$ cat config.mk
export PLATFORM = sky130hd
export DESIGN_NAME = evt_frame_builder
export DESIGN_NICKNAME = d
export VERILOG_FILES = /design/src/rtl/evt_frame_pkg.sv /design/src/rtl/evt_ts_counter.sv /design/src/rtl/evt_status_track.sv /design/src/rtl/evt_frame_builder.sv
export SDC_FILE = /design/constraint.sdc
export NUM_CORES = 1
export LEC_CHECK = 0
export BUFFER_PORTS_ARGS = -buffer_cell sky130_fd_sc_hd__buf_4
export CORE_UTILIZATION = 35
export CTS_BUF_LIST = sky130_fd_sc_hd__clkbuf_4
export CTS_CLUSTER_SIZE = 24
export DETAILED_ROUTE_END_ITERATION = 6
export HOLD_SLACK_MARGIN = 0.1
export SETUP_SLACK_MARGIN = 0.4
export SLEW_MARGIN = 20
export SYNTH_ARGS = -nofsm -noshare
export SYNTH_HDL_FRONTEND = slang
export SYNTH_SLANG_ARGS = --single-unit
$ cat constraint.sdc
create_clock -name clk -period 1.8 [get_ports clk]
set_input_delay 0.36 -clock clk [delete_from_list [all_inputs] [get_ports clk]]
set_output_delay 0.36 -clock clk [all_outputs]
set_load 0.005 [all_outputs]
$ cat src/rtl/evt_frame_pkg.sv
// Package: shared widths, sequencer states and tail packing for the frame builder.
// Assumes a 32-bit output word and a 12-bit count field in the tail.
package evt_frame_pkg;
    localparam int DATA_W = 32;
    localparam int CNT_W  = 12;

    typedef enum logic [2:0] {
        ST_IDLE,
        ST_HDR1,
        ST_TSLO,
        ST_TSHI,
        ST_DATA
    } seq_state_t;

    // Packs the status tail: backup at 27, sync at 26, skip at 23:12, count at 11:0.
    function automatic logic [DATA_W-1:0] pack_tail(
        input logic [CNT_W-1:0] recs,
        input logic [CNT_W-1:0] skips,
        input logic             backup,
        input logic             sync_bad
    );
        return {4'b0000, backup, sync_bad, 2'b00, skips, recs};
    endfunction
endpackage

$ cat src/rtl/evt_ts_counter.sv
// Module: free-running run-relative timestamp.
// Goes to zero on the edge that samples run_start, otherwise counts up by one each cycle.
module evt_ts_counter #(
    parameter int TS_W = 64
) (
    input  logic            clk,
    input  logic            rst_n,
    input  logic            run_start,
    output logic [TS_W-1:0] ts_now
);
    // Counter update: zero on reset or run start, else increment.
    always_ff @(posedge clk) begin
        if (!rst_n || run_start) ts_now <= '0;
        else                     ts_now <= ts_now + 1'b1;
    end

    AST_TS_RUN_ZERO: assert property (@(posedge clk) disable iff (!rst_n)
        run_start |=> (ts_now == '0));
    AST_TS_STEP: assert property (@(posedge clk) disable iff (!rst_n)
        !run_start |=> (ts_now == $past(ts_now) + 1'b1));
endmodule

$ cat src/rtl/evt_status_track.sv
// Module: per-frame status bookkeeping for the tail word.
// Counts complete records and discarded multisamples (both saturating), and latches
// the backup and sync-error flags. A clear pulse starts a fresh frame and wins over
// any event seen in the same cycle.
module evt_status_track #(
    parameter int CNT_W = 12
) (
    input  logic             clk,
    input  logic             rst_n,
    input  logic             clear,
    input  logic             drop,
    input  logic             word_acc,
    input  logic             word_sync,
    input  logic             rec_complete,
    output logic [CNT_W-1:0] rec_cnt,
    output logic [CNT_W-1:0] skip_cnt,
    output logic             backup_flag,
    output logic             sync_flag
);
    localparam logic [CNT_W-1:0] CNT_MAX = {CNT_W{1'b1}};

    // Skip count and backup flag: one step per discard pulse, held at CNT_MAX.
    always_ff @(posedge clk) begin
        if (!rst_n || clear) begin
            skip_cnt    <= '0;
            backup_flag <= 1'b0;
        end else if (drop) begin
            backup_flag <= 1'b1;
            if (skip_cnt != CNT_MAX) skip_cnt <= skip_cnt + 1'b1;
        end
    end

    // Sync flag: sticky once any accepted word reports an address mismatch.
    always_ff @(posedge clk) begin
        if (!rst_n || clear)          sync_flag <= 1'b0;
        else if (word_acc && word_sync) sync_flag <= 1'b1;
    end

    // Record count: one step per completed four-word record, held at CNT_MAX.
    always_ff @(posedge clk) begin
        if (!rst_n || clear)                       rec_cnt <= '0;
        else if (rec_complete && rec_cnt != CNT_MAX) rec_cnt <= rec_cnt + 1'b1;
    end

    AST_SKIP_NEEDS_BACKUP: assert property (@(posedge clk) disable iff (!rst_n)
        (skip_cnt != '0) |-> backup_flag);
    AST_SKIP_SAT: assert property (@(posedge clk) disable iff (!rst_n)
        (skip_cnt == CNT_MAX && !clear) |=> (skip_cnt == CNT_MAX));
    AST_CLEAR_FRESH: assert property (@(posedge clk) disable iff (!rst_n)
        clear |=> (skip_cnt == '0 && !backup_flag && !sync_flag && rec_cnt == '0));
endmodule

$ cat src/rtl/evt_frame_builder.sv
// Module: top of the per-trigger event frame builder.
// It sequences header 0, header 1, the timestamp (low half first), the forwarded
// records and the tail. Upstream must hold words until in_ready is high. The end of
// the record phase is taken only at a record boundary with no word on the input.
module evt_frame_builder #(
    parameter int REC_WORDS = 4,
    parameter int ADDR_W    = 8
) (
    input  logic                              clk,
    input  logic                              rst_n,
    input  logic                              run_start,
    input  logic                              trigger,
    input  logic [ADDR_W-1:0]                 node_addr,
    input  logic                              in_valid,
    input  logic [evt_frame_pkg::DATA_W-1:0]  in_data,
    input  logic                              in_sync_err,
    output logic                              in_ready,
    input  logic                              rec_done,
    input  logic                              drop_pulse,
    output logic                              out_valid,
    output logic [evt_frame_pkg::DATA_W-1:0]  out_data,
    output logic                              out_last
);
    import evt_frame_pkg::*;

    localparam int TS_W  = 2 * DATA_W;
    localparam int IDX_W = (REC_WORDS > 1) ? $clog2(REC_WORDS) : 1;
    localparam logic [IDX_W-1:0] IDX_LAST = IDX_W'(REC_WORDS - 1);

    seq_state_t       state;
    logic [IDX_W-1:0] word_idx;
    logic [TS_W-1:0]  ts_now;
    logic [TS_W-1:0]  ts_cap;
    logic [CNT_W-1:0] rec_cnt, skip_cnt;
    logic             backup_flag, sync_flag;
    logic             start_frame, word_acc, rec_complete, end_frame;

    assign in_ready     = (state == ST_DATA);
    assign start_frame  = (state == ST_IDLE) && trigger;
    assign word_acc     = in_ready && in_valid;
    assign rec_complete = word_acc && (word_idx == IDX_LAST);
    assign end_frame    = in_ready && !in_valid && rec_done && (word_idx == '0);

    evt_ts_counter #(.TS_W(TS_W)) u_ts (
        .clk       (clk),
        .rst_n     (rst_n),
        .run_start (run_start),
        .ts_now    (ts_now)
    );

    evt_status_track #(.CNT_W(CNT_W)) u_stat (
        .clk          (clk),
        .rst_n        (rst_n),
        .clear        (start_frame),
        .drop         (drop_pulse),
        .word_acc     (word_acc),
        .word_sync    (in_sync_err),
        .rec_complete (rec_complete),
        .rec_cnt      (rec_cnt),
        .skip_cnt     (skip_cnt),
        .backup_flag  (backup_flag),
        .sync_flag    (sync_flag)
    );

    // Sequencer: walks the frame layout and registers each output word.
    always_ff @(posedge clk) begin
        if (!rst_n) begin
            state     <= ST_IDLE;
            word_idx  <= '0;
            ts_cap    <= '0;
            out_valid <= 1'b0;
            out_data  <= '0;
            out_last  <= 1'b0;
        end else begin
            out_valid <= 1'b0;
            out_last  <= 1'b0;
            case (state)
                ST_IDLE: if (trigger) begin
                    out_valid <= 1'b1;
                    out_data  <= '0;
                    ts_cap    <= ts_now;
                    word_idx  <= '0;
                    state     <= ST_HDR1;
                end
                ST_HDR1: begin
                    out_valid <= 1'b1;
                    out_data  <= DATA_W'(node_addr);
                    state     <= ST_TSLO;
                end
                ST_TSLO: begin
                    out_valid <= 1'b1;
                    out_data  <= ts_cap[DATA_W-1:0];
                    state     <= ST_TSHI;
                end
                ST_TSHI: begin
                    out_valid <= 1'b1;
                    out_data  <= ts_cap[TS_W-1:DATA_W];
                    state     <= ST_DATA;
                end
                ST_DATA: begin
                    if (word_acc) begin
                        out_valid <= 1'b1;
                        out_data  <= in_data;
                        word_idx  <= (word_idx == IDX_LAST) ? '0 : word_idx + 1'b1;
                    end else if (end_frame) begin
                        out_valid <= 1'b1;
                        out_last  <= 1'b1;
                        out_data  <= pack_tail(rec_cnt, skip_cnt, backup_flag, sync_flag);
                        state     <= ST_IDLE;
                    end
                end
                default: state <= ST_IDLE;
            endcase
        end
    end

    AST_HDR0_NEXT: assert property (@(posedge clk) disable iff (!rst_n)
        start_frame |=> (out_valid && out_data == '0 && !out_last));
    AST_LAST_VALID: assert property (@(posedge clk) disable iff (!rst_n)
        out_last |-> (out_valid && out_data[31:28] == 4'b0 && out_data[25:24] == 2'b0));
    AST_FORWARD: assert property (@(posedge clk) disable iff (!rst_n)
        word_acc |=> (out_valid && out_data == $past(in_data)));
    AST_MIDREC_END_IGNORED: assert property (@(posedge clk) disable iff (!rst_n)
        (in_ready && !in_valid && word_idx != '0) |=> !out_last);
endmodule

==> results_dict.tcl <==
set metrics [dict create \
    status "finished with violations" \
    violations "negative setup slack" \
    antenna_found_initial 1 \
    cts_buffers 17 \
    slowest_delay_ps 510 \
    synth_top_cell_by_area "dfxtp_1" \
    internal_power_mw 6.295 \
    peakVddDrop_uv 347.8 \
    fin_crit_sh_pct 104.6 \
    grt_pass1_wl_um 44610 \
    cts_tree "yes" \
    dieHeight_um 161.4 \
    rsz0062_at_grt "yes" \
    ctsRootBufferMaster "clkbuf_4" \
    final_antenna_net_count 0 \
    ys_seq_area_share_pct 43.46 \
    path_max_fanout 7 \
    crit_required_ps 2340 \
    ys_ff_latch 193 \
    grt_pass1_vias 8437 \
    port_buffers 82 \
    hold_path.startpoint "rec_done" \
    final_cell_area_um2 14950 \
    cts_max_path_buffers 2 \
    crit_path_start_kind "flip-flop" \
    use_met1_pct 28.48 \
    worst-setup-path-type "reg2reg" \
    clk_latency_ps 600 \
    synth.distinct_cells 56 \
    clk_pin_slew_ps 170 \
    hold_class "in2reg" \
    post_dp_cell_area_um2 11070 \
    coreArea_um2 24600 \
    skew_ps 29.93 \
    grt_start_max_net_pins 65 \
    setup_viol_count_final 13 \
    end_kind "flip-flop" \
    hold_viol_final 0 \
    crit_slowest_cell "or4_1" \
    synth_top_area_share_pct 43.46 \
    cp_num_buf_inv 3 \
    dp_hpwl_um 16850 \
    arrival_ps 2420 \
    r2r_start "u_ts.ts_now[13]" \
    syn_area_um2 8891 \
    drt_first_iter_violations 672 \
    setup_tns_ps -481.4 \
    n_fill_cell 1887 \
    synthFlopType "dfxtp_1" \
    drc 0 \
    p_per_area_nw_per_um2 593.4 \
    avgSynthCellArea_um2 8.640 \
    synth_most_common_cell "dfxtp_1" \
    syn-instance-count 1029 \
    routedWlPerCell_um 17.92 \
    reg2reg_slack_ps -80 \
    fmax_ghz 0.5310 \
    whs_ps 155.3 \
    vias 8889 \
    drv_cap 0 \
    use_met3_pct 2.979 \
    crit_chain "and4_4 -> and4_1 -> buf_6 -> buf_12 -> buf_6 -> nand3_4 -> or4_1 -> a21oi_2" \
    synth_common_cells "dfxtp_1 (193), nand2_1 (174), a21boi_0 (65), nor2_1 (63), clkbuf_1 (48)" \
    netlist_top_cells_area "dfxtp_1 (43%), nand2_1 (7.3%), a21boi_0 (5.5%), mux2i_1 (5.2%), nor2_1 (2.7%)" \
    start_util_pct 36.14 \
    r2r_end "u_ts.ts_now[58]" \
    io_pins 83 \
    switching_share_pct 29.03 \
    gp_congestion 0.7993 \
    pwr-share-clk_pct 27.9 \
    combPwrFrac_pct 23.0 \
    grtUsageTotal_pct 21.44 \
    synth_nets 1082 \
    firstDrtPassIters 6 \
    holdPathEnd "state[2]" \
    rr_worst_depth 8 \
    ys_async_sr_fraction_pct 0 \
    drv_slew 0 \
    ys_warn_count 0 \
    nets 1385 \
    synth_edf_count 0 \
    rows 57 \
    die_w_um 161.4 \
    finalPower_mw 8.869 \
    drt_wl_total_um 29920 \
    slew_headroom_pct 71.02 \
    drive_gt1_share_pct 54.72 \
    die_area_um2 26040 \
    power.switching_mw 2.574 \
    viasPerCell 5.323 \
    crit_family "simple AND/OR/NAND/NOR gates" \
    busiest_layer "met2" \
    seqPwrFrac_pct 49.0 \
    syn_to_final_growth_pct 68.10 \
    holdPathStages 4 \
    leakage_nw 5.843 \
    grt_use_met2_pct 36.40 \
    period_needed_ps 1883 \
    worst_pin_slew_ps 433.4 \
    crit_top_cell "buf_6" \
    worst_slack_ps -83.30 \
    grt_overflow 0 \
    numClockSinks 193 \
    cts_htree_levels 4 \
]
## timing repair
item,in CTS,in global routing
hold buffers,12,0
endpoints found under the hold margin,15,0
buffers inserted,92,26
gates cloned,21,2
resized for setup,364,192
setup endpoints to repair,214,218
pin swaps,128,103
## worst max-delay path by stage
stage                                  to       startpoint  slack, ps  depth (start not counted)
after floorplan           u_ts.ts_now[62]  u_ts.ts_now[10]         50                          7
after global placement    u_ts.ts_now[34]  u_ts.ts_now[13]        -20                          7
after detailed placement  u_ts.ts_now[34]  u_ts.ts_now[13]        -80                          7
after CTS                 u_ts.ts_now[61]  u_ts.ts_now[13]        -20                          6
after global routing      u_ts.ts_now[61]  u_ts.ts_now[13]       -160                          7
final                     u_ts.ts_now[58]  u_ts.ts_now[13]        -80                          8
## cells by family after synthesis
logic type | Yosys count | share of synthesized area [%]
muxes | 60 | 6.952
and+or+nand+nor | 424 | 23.73
xor gates and xnor gates | 43 | 4.236
adders and majority gates | 5 | 0.7036
DFF | 193 | 43.46
buffers and inverters | 83 | 3.785
AOI/OAI and AO/OA | 221 | 17.14
## per-layer routing
metal  wire [um]  part of all wire (%)  vias up
met2       15160                    51      198
met1       13230                    44     4364
met5           0                     0        -
li1            -                     -     4304
met3        1169                   3.9       23
met4         359                   1.2        0
## layout by cell type, fill, tap and decap left out, drive strengths merged, types with 12 or more instances in the layout
master       instances
nor2b               29
mux2i               46
buf                332
dfxtp              193
a21boi              65
nand3               41
o21ai               29
clkbuf              19
nor2                63
xnor2               22
mux2                14
dlygate4sd3         12
inv                 23
o22ai               18
xor2                21
a21oi               40
nand4               30
or3                 24
nor3                17
nand2              174
a22oi               26
## state kept, by name (all words and copies together) (netlist names)
name                flops
u_stat.backup_flag      1
out_last                1
out_data               32
out_valid               1
u_stat.skip_cnt        12
u_stat.rec_cnt         12
word_idx                2
ts_cap                 64
u_stat.sync_flag        1
u_ts.ts_now            64
state                   3
## final cells by class
| type | count | area, um^2 | share of cell area, % |
|---|---|---|---|
| sequential | 193 | 3988 | 26.68 |
| timing repair buffer | 345 | 3654 | 24.45 |
| tap | 324 | 405.4 | 2.712 |
| antenna | 1 | 2.502 | 0.01674 |
| clock inverter | 14 | 156.4 | 1.046 |
| inverter | 18 | 70.07 | 0.4688 |
| clock buffer | 18 | 135.1 | 0.9041 |
| multi-input combinational | 757 | 6535 | 43.73 |
## stage by stage
stage	setup slack (ps)	util [%]	instances
floorplan	51.24	-	1029
global placement	-24.79	45.01	1484
detailed placement	-79.26	45.01	1484
CTS	-20.78	55.93	1641
global route	-155.4	60.74	1670
finish	-83.30	60.74	1670
## worst reg2reg max path, stage by stage (launching register included)
cell     delay (ps)
dfxtp_2         360
and4_4          220
and4_1          190
buf_6           150
buf_12          110
buf_6            90
nand3_4          80
or4_1           520
a21oi_2         130
## power by group through the flow
stage / Clock (mW) / Combinational, mW / Sequential (mW)
5_1_grt: 2.66 / 2.12 / 4.35
3_3_place_gp: 0 / 0.950 / 4.45
6_report: 2.48 / 2.04 / 4.35
2_1_floorplan: 0 / 0.657 / 4.43
4_1_cts: 2.51 / 1.80 / 4.35
3_5_place_dp: 0 / 0.950 / 4.45
(Power assumes the default switching activity.)
